## config.mk

```make
export PLATFORM = sky130hd
export DESIGN_NAME = mpu_region_guard
export DESIGN_NICKNAME = d
export VERILOG_FILES = /design/src/rtl/mpu_pkg.sv /design/src/rtl/mpu_region_match.sv /design/src/rtl/mpu_perm_decode.sv /design/src/rtl/mpu_prio_select.sv /design/src/rtl/mpu_region_guard.sv
export SDC_FILE = /design/constraint.sdc
export NUM_CORES = 1
export LEC_CHECK = 0
export BUFFER_PORTS_ARGS = -buffer_cell sky130_fd_sc_hd__buf_2
export CAP_MARGIN = 20
export CORE_ASPECT_RATIO = 1.25
export CORE_MARGIN = 3
export CORE_UTILIZATION = 46
export DETAILED_ROUTE_END_ITERATION = 16
export HOLD_SLACK_MARGIN = 0.02
export PLACE_DENSITY = 0.64
export RECOVER_POWER = 50
export SLEW_MARGIN = 5
export SYNTH_ARGS = -nofsm -noshare
export SYNTH_HDL_FRONTEND = slang
export SYNTH_SLANG_ARGS = --single-unit
```

## constraint.sdc

```tcl
create_clock -name clk -period 4.55 [get_ports clk]
set_input_delay 0.2275 -clock clk [delete_from_list [all_inputs] [get_ports clk]]
set_output_delay 0.2275 -clock clk [all_outputs]
set_load 0.02 [all_outputs]
```

## src/rtl/mpu_pkg.sv

```systemverilog
package mpu_pkg;
  typedef struct packed {
    logic priv_rd;
    logic priv_wr;
    logic user_rd;
    logic user_wr;
    logic priv_fx;
    logic user_fx;
  } rights_t;
endpackage

```

## src/rtl/mpu_region_match.sv

```systemverilog
module mpu_region_match #(
  parameter int PAGE_W    = 20,
  parameter int PAGE_BITS = 12
) (
  input  logic              en,
  input  logic [4:0]        size_n,
  input  logic [PAGE_W-1:0] base_page,
  input  logic [PAGE_W-1:0] page,
  output logic              hit
);
  logic [5:0]        expo;
  logic [5:0]        shamt;
  logic [PAGE_W-1:0] offs;
  logic              big_enough;

  always_comb begin
    expo       = {1'b0, size_n} + 6'd1;
    big_enough = (expo >= 6'(PAGE_BITS));
    shamt      = expo - 6'(PAGE_BITS);
    offs       = page - base_page;
    hit        = en && big_enough && (page >= base_page) && ((offs >> shamt) == '0);
  end
endmodule

```

## src/rtl/mpu_perm_decode.sv

```systemverilog
module mpu_perm_decode
  import mpu_pkg::*;
(
  input  logic [3:0] dcode,
  input  logic [3:0] ccode,
  output rights_t    rights
);
  always_comb begin
    rights = '0;
    unique case (dcode)
      4'd1: begin rights.priv_rd = 1'b1; rights.priv_wr = 1'b1; end
      4'd2: begin rights.priv_rd = 1'b1; rights.priv_wr = 1'b1; rights.user_rd = 1'b1; end
      4'd3: begin rights.priv_rd = 1'b1; rights.priv_wr = 1'b1;
                  rights.user_rd = 1'b1; rights.user_wr = 1'b1; end
      4'd5: rights.priv_rd = 1'b1;
      4'd6: begin rights.priv_rd = 1'b1; rights.user_rd = 1'b1; end
      default: ;
    endcase
    unique case (ccode)
      4'd1, 4'd5:       rights.priv_fx = 1'b1;
      4'd2, 4'd3, 4'd6: begin rights.priv_fx = 1'b1; rights.user_fx = 1'b1; end
      default: ;
    endcase
  end
endmodule

```

## src/rtl/mpu_prio_select.sv

```systemverilog
module mpu_prio_select #(
  parameter int NUM = 8,
  localparam int IW = (NUM > 1) ? $clog2(NUM) : 1
) (
  input  logic [NUM-1:0] hits,
  output logic           any,
  output logic [IW-1:0]  idx
);
  always_comb begin
    any = 1'b0;
    idx = '0;
    for (int i = 0; i < NUM; i++) begin
      if (hits[i]) begin
        any = 1'b1;
        idx = IW'(i);
      end
    end
  end
endmodule

```

## src/rtl/mpu_region_guard.sv

```systemverilog
module mpu_region_guard
  import mpu_pkg::*;
#(
  parameter int NUM_REGIONS = 8,
  parameter int DW          = 32,
  parameter int PAGE_BITS   = 12,
  parameter int SEL_W       = 4,
  parameter int CTL_ON      = 0,
  parameter int CTL_DC      = 2,
  parameter int CTL_IC      = 12
) (
  input  logic             clk,
  input  logic             rst,
  input  logic             cfg_we,
  input  logic [SEL_W-1:0] cfg_sel,
  input  logic [DW-1:0]    cfg_wdata,
  input  logic             acc_valid,
  input  logic [DW-PAGE_BITS-1:0] acc_page,
  input  logic [1:0]       acc_kind,
  input  logic             acc_priv,
  output logic             res_valid,
  output logic             res_allow,
  output logic             res_dcache,
  output logic             res_wbuf,
  output logic             res_icache,
  output logic             data_abort,
  output logic             fetch_abort
);
  localparam int PAGE_W    = DW - PAGE_BITS;
  localparam int IW        = (NUM_REGIONS > 1) ? $clog2(NUM_REGIONS) : 1;
  localparam int PERM_W    = 4 * NUM_REGIONS;
  localparam int SEL_DPERM = NUM_REGIONS;
  localparam int SEL_CPERM = NUM_REGIONS + 1;
  localparam int SEL_DCM   = NUM_REGIONS + 2;
  localparam int SEL_WBM   = NUM_REGIONS + 3;
  localparam int SEL_ICM   = NUM_REGIONS + 4;
  localparam int SEL_CTL   = NUM_REGIONS + 5;

  logic              rgn_en_q   [NUM_REGIONS];
  logic [4:0]        rgn_n_q    [NUM_REGIONS];
  logic [PAGE_W-1:0] rgn_base_q [NUM_REGIONS];
  logic [PERM_W-1:0] dperm_q, cperm_q;
  logic [NUM_REGIONS-1:0] dcm_q, wbm_q, icm_q;
  logic ctl_on_q, ctl_dc_q, ctl_ic_q;

  always_ff @(posedge clk) begin
    if (rst) begin
      for (int i = 0; i < NUM_REGIONS; i++) begin
        rgn_en_q[i]   <= 1'b0;
        rgn_n_q[i]    <= '0;
        rgn_base_q[i] <= '0;
      end
      dperm_q  <= '0;
      cperm_q  <= '0;
      dcm_q    <= '0;
      wbm_q    <= '0;
      icm_q    <= '0;
      ctl_on_q <= 1'b0;
      ctl_dc_q <= 1'b0;
      ctl_ic_q <= 1'b0;
    end else if (cfg_we) begin
      if (int'(cfg_sel) < NUM_REGIONS) begin
        rgn_en_q[cfg_sel[IW-1:0]]   <= cfg_wdata[0];
        rgn_n_q[cfg_sel[IW-1:0]]    <= cfg_wdata[5:1];
        rgn_base_q[cfg_sel[IW-1:0]] <= cfg_wdata[DW-1:PAGE_BITS];
      end else if (int'(cfg_sel) == SEL_DPERM) dperm_q <= cfg_wdata[PERM_W-1:0];
      else if (int'(cfg_sel) == SEL_CPERM) cperm_q <= cfg_wdata[PERM_W-1:0];
      else if (int'(cfg_sel) == SEL_DCM)   dcm_q   <= cfg_wdata[NUM_REGIONS-1:0];
      else if (int'(cfg_sel) == SEL_WBM)   wbm_q   <= cfg_wdata[NUM_REGIONS-1:0];
      else if (int'(cfg_sel) == SEL_ICM)   icm_q   <= cfg_wdata[NUM_REGIONS-1:0];
      else if (int'(cfg_sel) == SEL_CTL) begin
        ctl_on_q <= cfg_wdata[CTL_ON];
        ctl_dc_q <= cfg_wdata[CTL_DC];
        ctl_ic_q <= cfg_wdata[CTL_IC];
      end
    end
  end

  logic [NUM_REGIONS-1:0] hits;
  rights_t                rights [NUM_REGIONS];

  for (genvar g = 0; g < NUM_REGIONS; g++) begin : g_rgn
    mpu_region_match #(.PAGE_W(PAGE_W), .PAGE_BITS(PAGE_BITS)) u_match (
      .en       (rgn_en_q[g]),
      .size_n   (rgn_n_q[g]),
      .base_page(rgn_base_q[g]),
      .page     (acc_page),
      .hit      (hits[g])
    );
    mpu_perm_decode u_dec (
      .dcode (dperm_q[4*g +: 4]),
      .ccode (cperm_q[4*g +: 4]),
      .rights(rights[g])
    );
  end

  logic          any_hit;
  logic [IW-1:0] win;

  mpu_prio_select #(.NUM(NUM_REGIONS)) u_prio (
    .hits(hits),
    .any (any_hit),
    .idx (win)
  );

  rights_t wr_r;
  logic    is_fetch, is_write;
  logic    allow_c, dc_c, wb_c, ic_c;

  always_comb begin
    wr_r     = rights[win];
    is_fetch = acc_kind[1];
    is_write = !acc_kind[1] && acc_kind[0];
    if (!ctl_on_q) begin
      allow_c = 1'b1;
      dc_c    = ctl_dc_q;
      wb_c    = ctl_dc_q;
      ic_c    = ctl_ic_q;
    end else begin
      if (!any_hit)      allow_c = 1'b0;
      else if (is_fetch) allow_c = acc_priv ? wr_r.priv_fx : wr_r.user_fx;
      else if (is_write) allow_c = acc_priv ? wr_r.priv_wr : wr_r.user_wr;
      else               allow_c = acc_priv ? wr_r.priv_rd : wr_r.user_rd;
      dc_c = any_hit && ctl_dc_q && dcm_q[win];
      wb_c = dc_c && wbm_q[win];
      ic_c = any_hit && ctl_ic_q && icm_q[win];
    end
  end

  always_ff @(posedge clk) begin
    if (rst || !acc_valid) begin
      res_valid   <= 1'b0;
      res_allow   <= 1'b0;
      res_dcache  <= 1'b0;
      res_wbuf    <= 1'b0;
      res_icache  <= 1'b0;
      data_abort  <= 1'b0;
      fetch_abort <= 1'b0;
    end else begin
      res_valid   <= 1'b1;
      res_allow   <= allow_c;
      res_dcache  <= dc_c;
      res_wbuf    <= wb_c;
      res_icache  <= ic_c;
      data_abort  <= !allow_c && !is_fetch;
      fetch_abort <= !allow_c && is_fetch;
    end
  end

  AST_ABORT_EXCLUSIVE: assert property (@(posedge clk) disable iff (rst)
    !(data_abort && fetch_abort));
  AST_ABORT_MEANS_DENY: assert property (@(posedge clk) disable iff (rst)
    (data_abort || fetch_abort) |-> (res_valid && !res_allow));
  AST_WBUF_NEEDS_DCACHE: assert property (@(posedge clk) disable iff (rst)
    res_wbuf |-> res_dcache);
  AST_OFF_ALLOWS_ALL: assert property (@(posedge clk) disable iff (rst)
    (acc_valid && !ctl_on_q) |=> res_allow);
  AST_NO_HIT_DENIED: assert property (@(posedge clk) disable iff (rst)
    (acc_valid && ctl_on_q && !(|hits)) |=> !res_allow);
  AST_DCACHE_GATED: assert property (@(posedge clk) disable iff (rst)
    (acc_valid && !ctl_dc_q) |=> !res_dcache);
  AST_ICACHE_GATED: assert property (@(posedge clk) disable iff (rst)
    (acc_valid && !ctl_ic_q) |=> !res_icache);
  AST_IDLE_QUIET: assert property (@(posedge clk) disable iff (rst)
    !acc_valid |=> (!res_valid && !data_abort && !fetch_abort));
  AST_WINNER_HITS: assert property (@(posedge clk) disable iff (rst)
    any_hit |-> hits[win]);
endmodule

```

=== After elaboration in Yosys (flattened, before gate mapping) ===
Memories as Yosys holds them, arrays and structs flattened.
Cells that the tools add are included.

* Bits in writable memories: 208
* Bits of input ports: 63
* Register bits after elaboration: 98
* Memories kept: 3

{| class="wikitable"
|+ Memories
! name !! depth !! width !! rd ports !! clocked after memory_dff !! wr ports !! RTL line !! source
|-
| rgn_base_q || 8 || 20 || 8 || 0 || 8 || mpu_region_guard.sv:41 || <nowiki>logic [PAGE_W-1:0] rgn_base_q [NUM_REGIONS];</nowiki>
|-
| rgn_n_q || 8 || 5 || 8 || 0 || 8 || mpu_region_guard.sv:40 || <nowiki>logic [4:0] rgn_n_q [NUM_REGIONS];</nowiki>
|-
| rgn_en_q || 8 || 1 || 8 || 0 || 8 || mpu_region_guard.sv:39 || <nowiki>logic rgn_en_q [NUM_REGIONS];</nowiki>
|}

* Reduce and logical (&&, ||, !) cells: 93
* Shift operators: 8
* Equality and inequality tests: 86
* Bitwise gates (word level): 7
* Add/subtract/negate cells: 24
* Mux-type cells: 98
* Magnitude comparators: 19

{| class="wikitable"
|+ Operator list
! kind !! count
|-
| 20-bit greater-or-equal comparator || 8
|-
| 20-bit zero test || 8
|-
| 20-bit by 6-bit right shift with 20-bit output || 8
|-
| 20-bit subtractor || 8
|-
| 4-bit by 3-bit equality test with 1-bit output, second input constant || 34
|-
| 4-bit by 2-bit equality test with 1-bit output, second input constant || 32
|-
| 5-bit OR reduction || 17
|-
| 1-bit 2-to-1 mux || 81
|-
| 3-bit OR reduction || 24
|-
| 4-bit by 1-bit equality test with 1-bit output, second input constant || 16
|-
| 5-bit by 1-bit adder with 6-bit output, second input constant || 8
|-
| 6-bit by 4-bit greater-or-equal comparator with 1-bit output, second input constant || 8
|-
| 6-bit by 4-bit subtractor with 6-bit output, second input constant || 8
|-
| 1-bit logical AND || 32
|-
| 3-bit 2-to-1 mux || 7
|-
| 20-bit 2-to-1 mux || 1
|-
| 20-bit OR reduction || 1
|-
| 6-bit binary-select mux with 3-bit select || 1
|-
| 4-bit equality test, second input constant || 4
|-
| 6-bit 2-to-1 mux || 2
|-
| 1-bit binary-select mux with 3-bit select || 3
|-
| 8-bit AND reduction || 1
|-
| 7-bit AND reduction || 1
|-
| 1-bit inverter || 6
|-
| other kinds (13) || 16
|}

=== Depth between registers and ports, before layout ===
An unclocked memory read counts as a cell.

* Depth in word-level cells: 24
* Mapped depth: 22
* Gate-level depth less buffers: 20

=== Modules after synthesis ===
Synthesis repeated with hierarchy kept, for this count alone.

* Cell total of the unflattened synthesis: 3,196
* Area, all modules: 27,144.8 sq um

{| class="wikitable"
|+ By module, submodules not included
! module !! area an instance (sq um) !! cells each !! times used
|-
| mpu_region_guard || 11,768.8 || 906 || 1
|-
| mpu_region_match at g_rgn[3].u_match ... || 1,900.6 || 286 || 5
|-
| mpu_region_match at g_rgn[0].u_match ... || 1,761.7 || 256 || 3
|-
| mpu_perm_decode || 66.3 || 10 || 8
|-
| mpu_prio_select || 57.6 || 12 || 1
|}

=== Worst setup path before layout ===
OpenSTA, ideal clock, no wires.

* Kind: input-to-reg
* Start: input port acc_page[0]
* End: register data_abort
* Path buffers: 0
* Library setup time: 0.118 ns
* Data required time: 4.432 ns
* Arrival time: 4.907 ns
* Slack: -0.474 ns
* Stages: 20
* Path through: inv_1 ha_1 inv_1 fa_1 a21o_1 a22o_1 o211a_1 o31a_1 xnor2_2 a21oi_1 or4_4 or4_4 o211a_1 nand2_1 o211ai_4 or3_1 a21o_1 a311oi_2 o21ai_1 o2111a_1

* Cells in the longest elaborated chain, start to end: 22
* Elaborated cells between the ends (all ways): 76
* Those cells by class: add/sub: 8; order compare: 8; shift: 8; mux: 25; bitwise: 1; reduce/logical: 26

{| class="wikitable"
|+ Ends and longest elaborated chain
! what !! RTL line !! source
|-
| start, declared || mpu_region_guard.sv:18 || <nowiki>input logic [DW-PAGE_BITS-1:0] acc_page,</nowiki>
|-
| 20-bit subtractor || mpu_region_match.sv:20 || <nowiki>offs = page - base_page;</nowiki>
|-
| 20-bit by 6-bit right shift with 20-bit output || mpu_region_match.sv:21 || <nowiki>hit = en && big_enough && (page >= base_page) && ((offs >> shamt) == '0);</nowiki>
|-
| 20-bit zero test || mpu_region_match.sv:21 ||
|-
| 1-bit logical AND || mpu_region_match.sv:21 ||
|-
| 1-bit 2-to-1 mux || mpu_prio_select.sv:13 || <nowiki>if (hits[i]) begin</nowiki>
|-
| 2-bit 2-to-1 mux (2 in series) || mpu_prio_select.sv:13 ||
|-
| 3-bit 2-to-1 mux (4 in series) || mpu_prio_select.sv:13 ||
|-
| 3-bit inverter with 4-bit output (not written as such) || mpu_region_guard.sv:111 || <nowiki>wr_r = rights[win];</nowiki>
|-
| 6-bit binary-select mux with 3-bit select || mpu_region_guard.sv:111 ||
|-
| 6-bit 2-to-1 mux (not written as such) (2 in series) || mpu_region_guard.sv:111 ||
|-
| 1-bit 2-to-1 mux (on tied branches) || mpu_region_guard.sv:123, mpu_region_guard.sv:122 ||
|-
| 1-bit 2-to-1 mux || mpu_region_guard.sv:122 || <nowiki>else if (is_write) allow_c = acc_priv ? wr_r.priv_wr : wr_r.user_wr;</nowiki>
|-
| 1-bit 2-to-1 mux || mpu_region_guard.sv:121 || <nowiki>else if (is_fetch) allow_c = acc_priv ? wr_r.priv_fx : wr_r.user_fx;</nowiki>
|-
| 1-bit 2-to-1 mux (*) || mpu_region_guard.sv:120 || <nowiki>if (!any_hit) allow_c = 1'b0;</nowiki>
|-
| 1-bit 2-to-1 mux (*) || mpu_region_guard.sv:114 || <nowiki>if (!ctl_on_q) begin</nowiki>
|-
| 1-bit zero test (*) || mpu_region_guard.sv:145 || <nowiki>data_abort <= !allow_c && !is_fetch;</nowiki>
|-
| 1-bit logical AND (*) || mpu_region_guard.sv:145 ||
|-
| end signal, assigned || mpu_region_guard.sv:145 ||
|-
| end, declared || mpu_region_guard.sv:26 || <nowiki>output logic data_abort,</nowiki>
|}

Mark *: on every way between the ends. The rest lies on a longest branch, timed or not. The select of a mux whose other input is x is not followed.
A chain may end at the register's enable or synchronous reset.

==> metrics.cfg <==
[power_and_ir_drop]
ir_drop_mv = 0.334
power_density_nw_per_um2 = 300
power_leakage_nw = 14.6

[global_route]
grt.busiest_layer = met2
met3_usage_pct = 4.41
use_met1_pct = 37.7
first_global_vias = 26900
antenna_found_initial = 11
grt_pass1_wl_um = 146000
grt_util_met2_pct = 52.1
maximum_number_of_pins_on_one_net_before_global_route_repair = 60
grt_overflow = 0
global_route.usage.total_pct = 30.9

[layout]
area.sequential_um2 = 8210
layoutNonFillerInstCount = 4609
post_route_cells_drive_above_1_share_pct = 23.5
final.fill_count = 5134
area_of_the_multi_input_gates_um2 = 17400
synthToLayoutAreaGrowth_pct = 28.4
utilization_pct = 60.2
nets = 4085

[die]
dieWidth_um = 221
core_region_area_um2 = 56600
floorplan.die_area_um2 = 60600
rows = 97
starting_density_of_the_core_pct = 46.9
design.portCount = 70
die-height_um = 274

[setup_path]
critical_path_arrival_ns = 5.45
r2r-start = rgn_base_q[2][0]
worst-path-max-fanout = 4
end_kind = register
critPathLaunch = rgn_base_q[2][0]
cp-start-kind = register
critical_path_required_ns = 5.00
path_class = register to register

[route]
avgRoutedWirePerCell_um = 20.7
detailroute.via_count = 27300
post_drt_via_cell_ratio = 5.92
drt_pre_antenna_iters = 6
detail_route.iter0.violations = 2468
wire_length_after_detailed_routing_um = 95300
drtAntennaViolNets = 0
remaining_drc_errors = 0

[clock_tree]
clk_pin_slew_worst_paths_ns = 0.06
clock-sinks = 306
clk_path_buf_depth = 3
worst_skew_pair_later_pin_latency_ns = 0.56
cts_tree = yes
cts-buffers-inserted = 35
cts.root.buffer_cell = sky130_fd_sc_hd__clkbuf_16
cts_max_level = 2

[logic_synthesis]
synth.most_common_cell = sky130_fd_sc_hd__nand2_1
share_of_flip_flops_with_an_asynchronous_set_or_reset_pct = 0
synth.yosys.warnings = 0
share_of_the_yosys_chip_area_belonging_to_registers_pct = 31.0
mappedNetlistArea_um2 = 26500
synth_edf_count = 208
postSynthCellCount = 3210
post-synth-top-area-fraction_pct = 23.6
synth_top_cells_by_area = sky130_fd_sc_hd__edfxtp_1 (24%), sky130_fd_sc_hd__ha_1 (8.3%), sky130_fd_sc_hd__dfxtp_1 (7.4%)
yosysTopAreaCell = sky130_fd_sc_hd__edfxtp_1
synth.distinct_cells = 103
yosys_most_used_dff = sky130_fd_sc_hd__edfxtp_1
postSynthRegisterBits = 306
post_synth_most_frequent_cells = sky130_fd_sc_hd__nand2_1 (337), sky130_fd_sc_hd__a21oi_1 (268), sky130_fd_sc_hd__inv_1 (246), sky130_fd_sc_hd__and2_1 (226), sky130_fd_sc_hd__edfxtp_1 (208)
syn-num-nets = 3457
synth.avg_cell_area_um2 = 8.26

[sta]
rsz_0062_raised_after_global_routing = yes
final.min_clock_period_ns = 5.00
final.period_utilization_pct = 110
clock_skew_ns = 0.0170
worstMarginPinSlew_ns = 2.80
final_max_slew_viol_count = 60
worst_slew_margin_rel_pct = -86.7
postLayoutSetupSlackWorst_ns = -0.446
final_hold_viol_count = 0
finalSetupViolCount = 6
clock.fmax_mhz = 200

[placed_design]
dp.final_hpwl_um = 70100
globalplace.congestion = 0.947
buffer_ports.inserted = 69
dp_cells = 4513

[min_path]
hold_path.startpoint = acc_valid
timing.hold.worst.class = primary input to register

[run_status]
failed_checks = max-capacitance violations, max-slew violations, negative setup slack
run_status = complete, but fails checks

[run]
drv_cap = 1

routing by layer:
layer | part of all wire [%] | wire, um | up-vias
met5 | 0.013 | 12 | -
met4 | 6.6 | 6320 | 2
met3 | 6.1 | 5850 | 269
met2 | 47 | 44800 | 956
met1 | 40 | 38300 | 13000
li1 | - | - | 13100
metrics by stage:
stage / TNS (ns) / area, um2 / hold WS, ns / setup slack [ns] / total power, mW
after floorplan: -0.584 / 26600 / 0.363 / -0.175 / 5.36
after global placement: -4.28 / 32200 / 0.433 / -0.782 / 6.92
after detailed placement: -5.01 / 32200 / 0.439 / -0.938 / 6.98
after CTS: -1.87 / 33800 / 0.0287 / -0.371 / 10.1
after global routing: -3.60 / 34000 / 0.0468 / -0.707 / 10.7
final: -2.35 / 34000 / 0.0596 / -0.446 / 10.2
path summary, 6_finish.rpt:
check	cells after the start	endpoint	slack (ns)
setup / recovery	24	res_allow	-0.45
hold / removal	2	res_valid	0.06
setup reg to reg	24	res_allow	-0.45
hold reg to reg	2	res_icache	0.44
state kept, by name, indices dropped and copies added, names as in the netlist:
register,count
icm_q,8
res_wbuf,1
dperm_q,32
res_icache,1
wbm_q,8
data_abort,1
fetch_abort,1
rgn_en_q,8
res_valid,1
res_allow,1
rgn_base_q,160
ctl_dc_q,1
dcm_q,8
res_dcache,1
cperm_q,32
rgn_n_q,40
ctl_ic_q,1
ctl_on_q,1
layout by cell type (no fill, tap or decap), types with 16 or more instances in the layout:
cell | Yosys | final
sky130_fd_sc_hd__ha_1 | 176 | 171
sky130_fd_sc_hd__nor3_1 | 65 | 60
sky130_fd_sc_hd__o211a_1 | 17 | 16
sky130_fd_sc_hd__o21a_1 | 40 | 40
sky130_fd_sc_hd__and2_1 | 226 | 150
sky130_fd_sc_hd__a31oi_1 | 42 | 40
sky130_fd_sc_hd__nand3_1 | 90 | 86
sky130_fd_sc_hd__buf_4 | 2 | 621
sky130_fd_sc_hd__nand2b_1 | 35 | 35
sky130_fd_sc_hd__mux2i_1 | 61 | 61
sky130_fd_sc_hd__o21ai_0 | 162 | 158
sky130_fd_sc_hd__a21o_1 | 54 | 54
sky130_fd_sc_hd__edfxtp_1 | 208 | 208
sky130_fd_sc_hd__a21oi_1 | 268 | 264
sky130_fd_sc_hd__nor2b_1 | 29 | 29
sky130_fd_sc_hd__and3_1 | 36 | 36
sky130_fd_sc_hd__or3_1 | 26 | 25
sky130_fd_sc_hd__xnor2_1 | 83 | 82
sky130_fd_sc_hd__clkbuf_1 | 124 | 23
sky130_fd_sc_hd__dfxtp_1 | 98 | 98
sky130_fd_sc_hd__a211oi_1 | 42 | 36
sky130_fd_sc_hd__clkbuf_16 | 0 | 36
sky130_fd_sc_hd__a211o_1 | 17 | 17
sky130_fd_sc_hd__and2_0 | 0 | 75
sky130_fd_sc_hd__or2_2 | 23 | 23
sky130_fd_sc_hd__o211ai_1 | 45 | 45
sky130_fd_sc_hd__o22ai_1 | 19 | 18
sky130_fd_sc_hd__buf_2 | 5 | 60
sky130_fd_sc_hd__nor2_1 | 179 | 179
sky130_fd_sc_hd__nand2_1 | 337 | 332
sky130_fd_sc_hd__inv_1 | 246 | 242
sky130_fd_sc_hd__nand4_1 | 32 | 32
sky130_fd_sc_hd__xor2_1 | 48 | 47
area by class of cell:
| cell class | count | area share (%) |
|---|---|---|
| clock buffers | 47 | 2.86 |
| well taps | 742 | 2.73 |
| diodes | 3 | 0.0221 |
| multi-input cells | 2523 | 51.0 |
| clock inverters | 16 | 0.651 |
| repair buffers | 723 | 15.8 |
| inverters | 249 | 2.76 |
| flip-flops and latches | 306 | 24.1 |
timing repair:
| action | in CTS | in global routing |
|---|---|---|
| buffers inserted | 14 | 9 |
| gates resized for setup | 56 | 36 |
| cloned | 1 | 1 |
| hold buffers | 7 | 0 |
| endpoints found under the setup margin | 6 | 6 |
| hold endpoints to repair | 17 | 0 |
| pin swaps | 33 | 33 |
power by group:
| part | internal [mW] | switching (mW) | total [mW] |
|---|---|---|---|
| Clock | 1.80 | 1.23 | 3.03 |
| Combinational | 1.86 | 2.18 | 4.03 |
| Sequential | 3.09 | 0.0601 | 3.15 |
| Total | 6.74 | 3.47 | 10.2 |
cell families (layout without fill, tap and decap cells):
family          after synthesis  after routing  share of synthesized area [%]
compound gates              968            968                           24.8
other cells                   0              3                              0
buf+inv                     383           1035                           5.50
xor+xnor                    132            132                           4.39
mux                          79             79                           3.28
flops                       306            306                           31.0
simple gates               1158           1160                           22.2
fa+ha+maj                   184            184                           8.91
worst max-delay path, cell delays in order, from the launching register on:
cell and delay (ns):
sky130_fd_sc_hd__edfxtp_1 0.33, sky130_fd_sc_hd__ha_2 0.19, sky130_fd_sc_hd__inv_2 0.05, sky130_fd_sc_hd__fa_2 0.34, sky130_fd_sc_hd__a21o_1 0.20, sky130_fd_sc_hd__a221oi_4 0.38, sky130_fd_sc_hd__o211ai_1 0.21, sky130_fd_sc_hd__a21boi_1 0.21
sky130_fd_sc_hd__xor2_1 0.16, sky130_fd_sc_hd__buf_4 0.16, sky130_fd_sc_hd__a311oi_4 0.10, sky130_fd_sc_hd__o41ai_2 0.36, sky130_fd_sc_hd__a22oi_1 0.13, sky130_fd_sc_hd__o31a_1 0.26, sky130_fd_sc_hd__buf_6 0.14, sky130_fd_sc_hd__a21boi_4 0.16
sky130_fd_sc_hd__buf_4 0.16, sky130_fd_sc_hd__buf_6 0.11, sky130_fd_sc_hd__o21ai_4 0.16, sky130_fd_sc_hd__mux2_4 0.34, sky130_fd_sc_hd__a221oi_4 0.26, sky130_fd_sc_hd__a311oi_2 0.09, sky130_fd_sc_hd__buf_4 0.16, sky130_fd_sc_hd__o211ai_1 0.15
sky130_fd_sc_hd__o21ai_1 0.09
No activity file was read; power rests on OpenSTA's default activity.
